File: config.mk
export PLATFORM = sky130hd
export DESIGN_NAME = fault_latch_irq
export DESIGN_NICKNAME = d
export VERILOG_FILES = /design/src/rtl/flt_pkg.sv /design/src/rtl/flt_datapath.sv /design/src/rtl/flt_ctrl.sv /design/src/rtl/fault_latch_irq.sv
export SDC_FILE = /design/constraint.sdc
export NUM_CORES = 1
export LEC_CHECK = 0
export ABC_AREA = 1
export BUFFER_PORTS_ARGS = -buffer_cell sky130_fd_sc_hd__buf_2
export CAP_MARGIN = 10
export CORE_MARGIN = 10
export CORE_UTILIZATION = 56
export CTS_CLUSTER_SIZE = 20
export DETAILED_ROUTE_END_ITERATION = 12
export PLACE_DENSITY = 0.89
export SLEW_MARGIN = 20
export SYNTH_ARGS = -nofsm -noshare
export SYNTH_HDL_FRONTEND = slang
export SYNTH_SLANG_ARGS = --single-unit
File: constraint.sdc
create_clock -name clk -period 1.91 [get_ports clk]
set_clock_uncertainty 0.05 [all_clocks]
set_input_delay 0.382 -clock clk [delete_from_list [all_inputs] [get_ports clk]]
set_output_delay 0.382 -clock clk [all_outputs]
set_load 0.03 [all_outputs]
File: src/rtl/flt_pkg.sv
package flt_pkg;

  localparam int THERM_W = 3;

  typedef enum logic [1:0] {
    CHG_NONE    = 2'b00,
    CHG_INPUT   = 2'b01,
    CHG_THERMAL = 2'b10,
    CHG_TIMER   = 2'b11
  } chgCode_e;

  typedef struct packed {
    logic     wd;
    chgCode_e chg;
    logic     bat;
  } faultLat_t;

  // strobes from control to datapath
  typedef struct packed {
    logic reload;
    logic merge;
  } ctrlStrb_t;

  function automatic logic [1:0] chgRank(chgCode_e c);
    case (c)
      CHG_THERMAL: chgRank = 2'd3;
      CHG_TIMER:   chgRank = 2'd2;
      CHG_INPUT:   chgRank = 2'd1;
      default:     chgRank = 2'd0;
    endcase
  endfunction

  function automatic chgCode_e chgPick(chgCode_e held, chgCode_e incoming);
    chgPick = (chgRank(incoming) > chgRank(held)) ? incoming : held;
  endfunction

endpackage

File: src/rtl/flt_datapath.sv
module flt_datapath
  import flt_pkg::*;
(
  input  logic               clk,
  input  logic               rstN,
  input  ctrlStrb_t          strb,
  input  logic               wdExpired,
  input  logic               inOverVolt,
  input  logic               thermShut,
  input  logic               timerExpired,
  input  logic               batOverVolt,
  input  logic [THERM_W-1:0] thermCode,
  output logic               latchEmpty,
  output logic               liveAny,
  output logic [7:0]         faultData
);

  faultLat_t live;
  faultLat_t lat;
  faultLat_t latNext;

  always_comb begin
    live.wd  = wdExpired;
    live.bat = batOverVolt;
    if (thermShut)         live.chg = CHG_THERMAL;
    else if (timerExpired) live.chg = CHG_TIMER;
    else if (inOverVolt)   live.chg = CHG_INPUT;
    else                   live.chg = CHG_NONE;
  end

  always_comb begin
    latNext = lat;
    if (strb.reload) begin
      latNext = live;
    end else if (strb.merge) begin
      latNext.wd  = lat.wd  | live.wd;
      latNext.bat = lat.bat | live.bat;
      latNext.chg = chgPick(lat.chg, live.chg);
    end
  end

  always_ff @(posedge clk or negedge rstN) begin
    if (!rstN) lat <= '{wd: 1'b0, chg: CHG_NONE, bat: 1'b0};
    else       lat <= latNext;
  end

  assign latchEmpty = !lat.wd && !lat.bat && (lat.chg == CHG_NONE);
  assign liveAny    = live.wd || live.bat || (live.chg != CHG_NONE);
  assign faultData  = {lat.wd, 1'b0, lat.chg, lat.bat, thermCode};

  a_r4_keep_wd: assert property (@(posedge clk) disable iff (!rstN)
    (strb.merge && !strb.reload && lat.wd) |=> lat.wd);

  a_r4_keep_bat: assert property (@(posedge clk) disable iff (!rstN)
    (strb.merge && !strb.reload && lat.bat) |=> lat.bat);

  a_r3_thermal_holds: assert property (@(posedge clk) disable iff (!rstN)
    (strb.merge && !strb.reload && lat.chg == CHG_THERMAL) |=> lat.chg == CHG_THERMAL);

  a_r5_reload_live: assert property (@(posedge clk) disable iff (!rstN)
    strb.reload |=> (lat.wd == $past(wdExpired) && lat.bat == $past(batOverVolt)));

endmodule

File: src/rtl/flt_ctrl.sv
module flt_ctrl
  import flt_pkg::*;
#(
  parameter int PULSE_CYC = 32000,
  parameter int NUM_EVT   = 4
)(
  input  logic               clk,
  input  logic               rstN,
  input  logic               rdStrobe,
  input  logic               latchEmpty,
  input  logic               liveAny,
  input  logic [NUM_EVT-1:0] statusEvt,
  output ctrlStrb_t          strb,
  output logic               intN
);

  localparam int CNT_W = (PULSE_CYC > 1) ? $clog2(PULSE_CYC) : 1;
  localparam logic [CNT_W-1:0] CNT_LOAD = CNT_W'(PULSE_CYC - 1);

  typedef enum logic [1:0] {P_IDLE, P_LOW, P_GAP} pState_e;

  pState_e          state;
  logic [CNT_W-1:0] cnt;
  logic             pend;
  logic             evtAny;
  logic             faultReq;
  logic             req;

  generate
    if (NUM_EVT == 1) begin : g_oneEvt
      assign evtAny = statusEvt[0];
    end else begin : g_manyEvt
      assign evtAny = |statusEvt;
    end
  endgenerate

  assign faultReq = latchEmpty && liveAny;
  assign req      = faultReq || evtAny;

  assign strb.reload = rdStrobe;
  assign strb.merge  = !rdStrobe;

  always_ff @(posedge clk or negedge rstN) begin
    if (!rstN) begin
      state <= P_IDLE;
      cnt   <= '0;
      pend  <= 1'b0;
    end else begin
      case (state)
        P_IDLE: begin
          if (req) begin
            state <= P_LOW;
            cnt   <= CNT_LOAD;
          end
        end
        P_LOW: begin
          if (req) pend <= 1'b1;
          if (cnt == '0) state <= P_GAP;
          else           cnt   <= cnt - 1'b1;
        end
        P_GAP: begin
          pend <= 1'b0;
          if (pend || req) begin
            state <= P_LOW;
            cnt   <= CNT_LOAD;
          end else begin
            state <= P_IDLE;
          end
        end
        default: state <= P_IDLE;
      endcase
    end
  end

  assign intN = (state != P_LOW);

  a_r9_hold_low: assert property (@(posedge clk) disable iff (!rstN)
    (state == P_LOW && cnt != '0) |=> !intN);

  a_r9_release: assert property (@(posedge clk) disable iff (!rstN)
    (state == P_LOW && cnt == '0) |=> intN);

  a_r10_pending_served: assert property (@(posedge clk) disable iff (!rstN)
    (state == P_LOW && cnt == '0 && pend) |=> intN ##1 !intN);

  a_r7_muted: assert property (@(posedge clk) disable iff (!rstN)
    (!latchEmpty && !evtAny && state == P_IDLE) |=> intN);

endmodule

File: src/rtl/fault_latch_irq.sv
module fault_latch_irq
  import flt_pkg::*;
#(
  parameter int PULSE_CYC = 32000,
  parameter int NUM_EVT   = 4
)(
  input  logic               clk,
  input  logic               rstN,
  input  logic               wdExpired,
  input  logic               inOverVolt,
  input  logic               thermShut,
  input  logic               timerExpired,
  input  logic               batOverVolt,
  input  logic [2:0]         thermCode,
  input  logic [NUM_EVT-1:0] statusEvt,
  input  logic               faultRd,
  output logic [7:0]         faultData,
  output logic               intN
);

  ctrlStrb_t strb;
  logic      latchEmpty;
  logic      liveAny;

  flt_ctrl #(
    .PULSE_CYC (PULSE_CYC),
    .NUM_EVT   (NUM_EVT)
  ) uCtrl (
    .clk        (clk),
    .rstN       (rstN),
    .rdStrobe   (faultRd),
    .latchEmpty (latchEmpty),
    .liveAny    (liveAny),
    .statusEvt  (statusEvt),
    .strb       (strb),
    .intN       (intN)
  );

  flt_datapath uData (
    .clk          (clk),
    .rstN         (rstN),
    .strb         (strb),
    .wdExpired    (wdExpired),
    .inOverVolt   (inOverVolt),
    .thermShut    (thermShut),
    .timerExpired (timerExpired),
    .batOverVolt  (batOverVolt),
    .thermCode    (thermCode),
    .latchEmpty   (latchEmpty),
    .liveAny      (liveAny),
    .faultData    (faultData)
  );

endmodule

Word-level counts from Yosys, hierarchy flattened
Cells that the tools add are included.

Bits in registers: 22. Bits in latches: 0. RAM bits: 0. Memory bits (read-only): 0. Input port bits: 15. Logic and storage cells: 63. Memories kept: 0.

$add $sub $neg: 1. Multiply operators: 0. Div/mod/pow operators: 0. Order comparisons: 1. Equality and inequality tests: 14. Shift-type cells: 0. Muxes and demuxes: 19. Bitwise gates (word level): 2. Reductions and logical operators: 20.

Operators by type and width (number): 2-to-1 mux 15 bit (3); one-hot mux 15 bit (3 select lines) (1); one-hot mux 2 bit (3 select lines) (3); zero test 15 bit (1); subtractor 15 x 1 -> 15 bit, second input constant (1); 2-to-1 mux 2 bit (7); equality test 2 bit, second input constant (5); != test 2 x 1 -> 1 bit, second input constant (5); equality test 2 x 1 -> 1 bit, second input constant (3); nonzero test 2 bit (3); zero test 2 bit (2); logical OR 1 bit (4); 2-to-1 mux 4 bit (1); AND reduction 2 bit (2); AND reduction 4 bit (1); OR reduction 4 bit (1); logical AND 1 bit (3); 2-to-1 mux 1 bit (3); nonzero test 3 bit (1); > comparator 2 bit (1); zero test 1 bit (2); != test 2 bit, second input constant (1); OR 1 bit (2); one-hot mux 1 bit (2 select lines) (1).

Depth between registers and ports, before layout
Depth after elaboration: 10. Gate-level depth with buffers: 12.

Modules after synthesis
From an unflattened synthesis, not the netlist that was laid out.

Cell total of the unflattened synthesis: 241. Area total of the unflattened synthesis: 1600.3 sq um.

Modules (own cells, without submodules): flt_ctrl (instances 1, cells each 192, area each 1246.2 sq um, seq. area each 450.4 sq um); flt_datapath (instances 1, cells each 49, area each 354.1 sq um, seq. area each 100.1 sq um).

Worst setup path after synthesis
OpenSTA, ideal clock, no wires.

Path kind: reg2reg. From: reg uData.lat (netlist bit uData.faultData[4]). To: reg uData.lat (netlist bit uData.faultData[4]). Setup time: 0.122 ns. Arrival: 1.539 ns. Required time: 1.738 ns. Slack: 0.199 ns. Cell stages (with the launch flop): 11. Buffers on the path: 0. Period minus slack after synthesis: 1.711 ns. Cell sequence: dfrtp_1 -> inv_1 -> ha_1 -> nor2_1 -> ha_1 -> inv_1 -> nor2_1 -> o21ai_1 -> nand2_1 -> nand2_1 -> o21ai_1.

Longest elaborated chain between the ends: 5.

RTL lines: from (decl) (RTL line flt_datapath.sv:19) `faultLat_t lat;`; from (signal assigned) (RTL line flt_datapath.sv:43) `if (!rstN) lat <= '{wd: 1'b0, chg: CHG_NONE, bat: 1'b0};`; from (signal assigned) (RTL line flt_datapath.sv:44) `else lat <= latNext;`; equality test 2 x 1 -> 1 bit or equality test 2 bit (tied branches) (RTL line flt_pkg.sv:25) `case (c)`; one-hot mux 2 bit (3 select lines) (*) (RTL line flt_pkg.sv:25); 2-to-1 mux 2 bit (*) (RTL line flt_datapath.sv:33) `if (strb.reload) begin`; > comparator 2 bit (*) (RTL line flt_pkg.sv:34) `chgPick = (chgRank(incoming) > chgRank(held)) ? incoming : held;`; nonzero test 2 bit (no line) (*).

Mark *: on every way between the ends. The rest lies on a longest branch, timed or not. The select of a mux whose other input is x is not followed. A chain may end at the register's enable or synchronous reset.

Final worst setup path
From: reg uCtrl.state[1]. To: out intN.

Longest elaborated chain between the ends: 1.

RTL lines: from (decl) (RTL line flt_ctrl.sv:22) `pState_e state;`; from (signal assigned) (RTL line flt_ctrl.sv:45) `state <= P_IDLE;`; from (signal assigned) (RTL line flt_ctrl.sv:52) `state <= P_LOW;`; from (signal assigned) (RTL line flt_ctrl.sv:58) `if (cnt == '0) state <= P_GAP;`; != test 2 x 1 -> 1 bit (RTL line flt_ctrl.sv:75) `assign intN = (state != P_LOW);`; to (decl) (RTL line fault_latch_irq.sv:18) `output logic intN`.

No other way between the ends.

==> impl_metrics.ini <==
[clocking]
number_of_buffers_inserted_by_hold_repair_at_cts = 1
cts_root_buf = clkbuf_4
ctsResizeCount = 0
clock_path_buffers = 2
clock_network_latency_to_the_later_pin_of_the_worst_skew_pair_ps = 320
clock_sinks = 22
cts_setup_buffers = 0
cts_tree = yes
htree_levels = 1
cts_made_buffers = 3
cts.reportedPaths.clkPinSlew_ps = 130

[yosys]
postSynthCellCount = 223
synth.largest_area_cell = dfrtp_1
yosys_cell_types = 23
flip_flop_and_latch_count_after_synthesis = 22
synth_enable_flop_cells = 0
synth.avg_cell_area_um2 = 6.92
async_flop_share_pct = 100
yosysMostFrequentCell = nand2_1
syn-num-nets = 245
synthesis.area_um2 = 1540
yosys-top-cells-area = dfrtp_1 (36%), nand2_1 (15%), nand3_1 (9.4%), nor2_1 (6.6%), inv_1 (5.8%)
synth_ff_type = dfrtp_1
netlist.area_leader.share_pct = 35.7
synthTopCellsByCount = nand2_1 (60), nand3_1 (29), nor2_1 (27), inv_1 (24), dfrtp_1 (22)
ys_seq_area_share_pct = 35.7
yosysWarningCount = 0

[route]
antenna_nets_post_route = 0
drc_errors = 0
drt-total-wl_mm = 3.22
drt-pass1-iter-count = 5
route.detailed.vias_per_inst = 5.12
routed_wirelength_normalized_by_instance_count_um = 12.0
detailroute.via_count = 1378
starting_drt_drc_count = 81

[timing]
min_period_ps = 1720
post-route-period-util_pct = 90.0
setup_viol = 0
finalSetupTns_ps = 0
max_clock_freq_mhz = 581
timing.final.max_slew_violations = 0
grt_setup_unrepaired = no
final_hold_viol_count = 0

[power]
power.sequential.fraction_pct = 44.1
power.static_leakage_nw = 0.918
cell_internal_pwr_mw = 0.802
peakVddDrop_mv = 0.859
power-per-cell-area_nw_per_um2 = 687
power.share.switching_pct = 30.6
power_frac_clock_pct = 31.8
power.net_switching_mw = 0.354
pwr-share-comb_pct = 24.1

[placement]
detailedPlacementHpwl_mm = 2.47
globalplace.congestion = 0.892
place_area_um2 = 1620
port_buffers = 16

[worst_setup_path]
crit_chain = nor2_2 -> inv_2 -> buf_2
cp_data_required_time_ps = 1480
arrival_time_of_data_at_the_critical_path_endpoint_ps = 1290
crit_path_max_incr_delay_ps = 430
cpMaxStageDelayCell = dfrtp_1
cp-end-kind = primary output
crit_fanout = 4
path_class = reg -> out
cp_launch_type = flop

[floorplanning]
ioPinCount = 24
floorplan.initialDensity_pct = 60.6
floorplan.die_area_um2 = 5250
std_cell_rows = 18
area_of_the_core_um2 = 2540
die_h_um = 72.5
die_w_um = 72.5

[worst_hold_path]
hold_path.class = in -> reg

[global_routing]
antenna_found_initial = 0
first_global_vias = 1311
gr-total-overflow = 0
grt_max_degree = 23
grt_first_pass_wirelength_mm = 5.46
grt_use_total_pct = 12.5

[outcome]
status = complete, no violations

[layout]
finalNetCount = 262
diodes = 0
layout-area-overhead-vs-synth_pct = 9.08
design_area_um2 = 1680
final_layout_size_suffix_gt1_share_pct = 22.2

[run]
drv.max_cap_violation_count = 0
[cell type report]
cell class | count | area [um^2]
clock buffer | 3 | 22.5
clock inverter | 1 | 30.0
fill | 225 | 862
inverter | 33 | 124
multi-input combinational | 160 | 806
sequential | 22 | 551
tap | 30 | 37.5
timing repair buffer | 20 | 113
[placed cells by master, fill, tap and decap left out, drive strengths merged, types with 2 or more instances in the layout]
cell	synthesis	layout
clkbuf	0	3
nand2	75	75
nor2	34	34
dfrtp	22	22
clkinv	2	2
inv	31	31
nand3	30	30
ha	7	7
buf	8	19
a21oi	2	2
o21ai	8	8
[critical path: cells and delay by family, from the launching register on]
kind | cells | cell delay [ps]
simple gates | 1 | 260
flops | 1 | 430
buf+inv | 2 | 290
[metrics by stage]
step	setup slack, ps	cells	utilization (%)	power, mW	hold WS [ps]
final	190	269	66.1	1.16	206
after global routing	97.6	269	66.1	1.24	223
after CTS	190	269	66.1	1.17	206
after detailed placement	141	264	63.7	0.800	317
after global placement	126	264	63.7	0.789	318
after floorplan	199	223	-	0.729	36.4
[routing by layer]
layer / global-route usage [%] / part of all wire, %
met1: 14.7 / 45
met2: 20.4 / 48
met3: 3.40 / 5.3
met4: 6.33 / 1.2
met5: 0 / 0
[state kept, by name, indices dropped and copies added (netlist names)]
signal,flops
uData.faultData,4
uCtrl.pend,1
uCtrl.cnt,15
uCtrl.state,2
[cells by family after synthesis]
kind of cell,count (synthesis),synth area share (%)
other,1,0.243
adders and majority gates,7,5.68
buffers and inverters,41,12.1
DFF,22,35.7
AOI/OAI and AO/OA,11,3.73
and+or+nand+nor,141,42.6
[power groups by stage]
| stage | sequential [mW] | combinational [mW] | clock [mW] |
|---|---|---|---|
| floorplan | 0.563 | 0.166 | 0 |
| global placement | 0.519 | 0.270 | 0 |
| detailed placement | 0.518 | 0.282 | 0 |
| CTS | 0.511 | 0.285 | 0.370 |
| global route | 0.517 | 0.327 | 0.392 |
| finish | 0.510 | 0.278 | 0.368 |
[final timing paths]
path                       slack [ps]                  to      startpoint  cells past startpoint
min in group asynchronous         480        uCtrl.cnt[7]            rstN                      2
hold reg to reg                   450        uCtrl.cnt[0]    uCtrl.cnt[0]                      2
setup reg to reg                  260       uCtrl.cnt[13]    uCtrl.cnt[0]                      9
hold / removal                    210  uData.faultData[3]         faultRd                      2
max in group asynchronous        1000        uCtrl.cnt[1]            rstN                      2
setup / recovery                  190                intN  uCtrl.state[1]                      3
No activity file was read; power rests on OpenSTA's default activity.
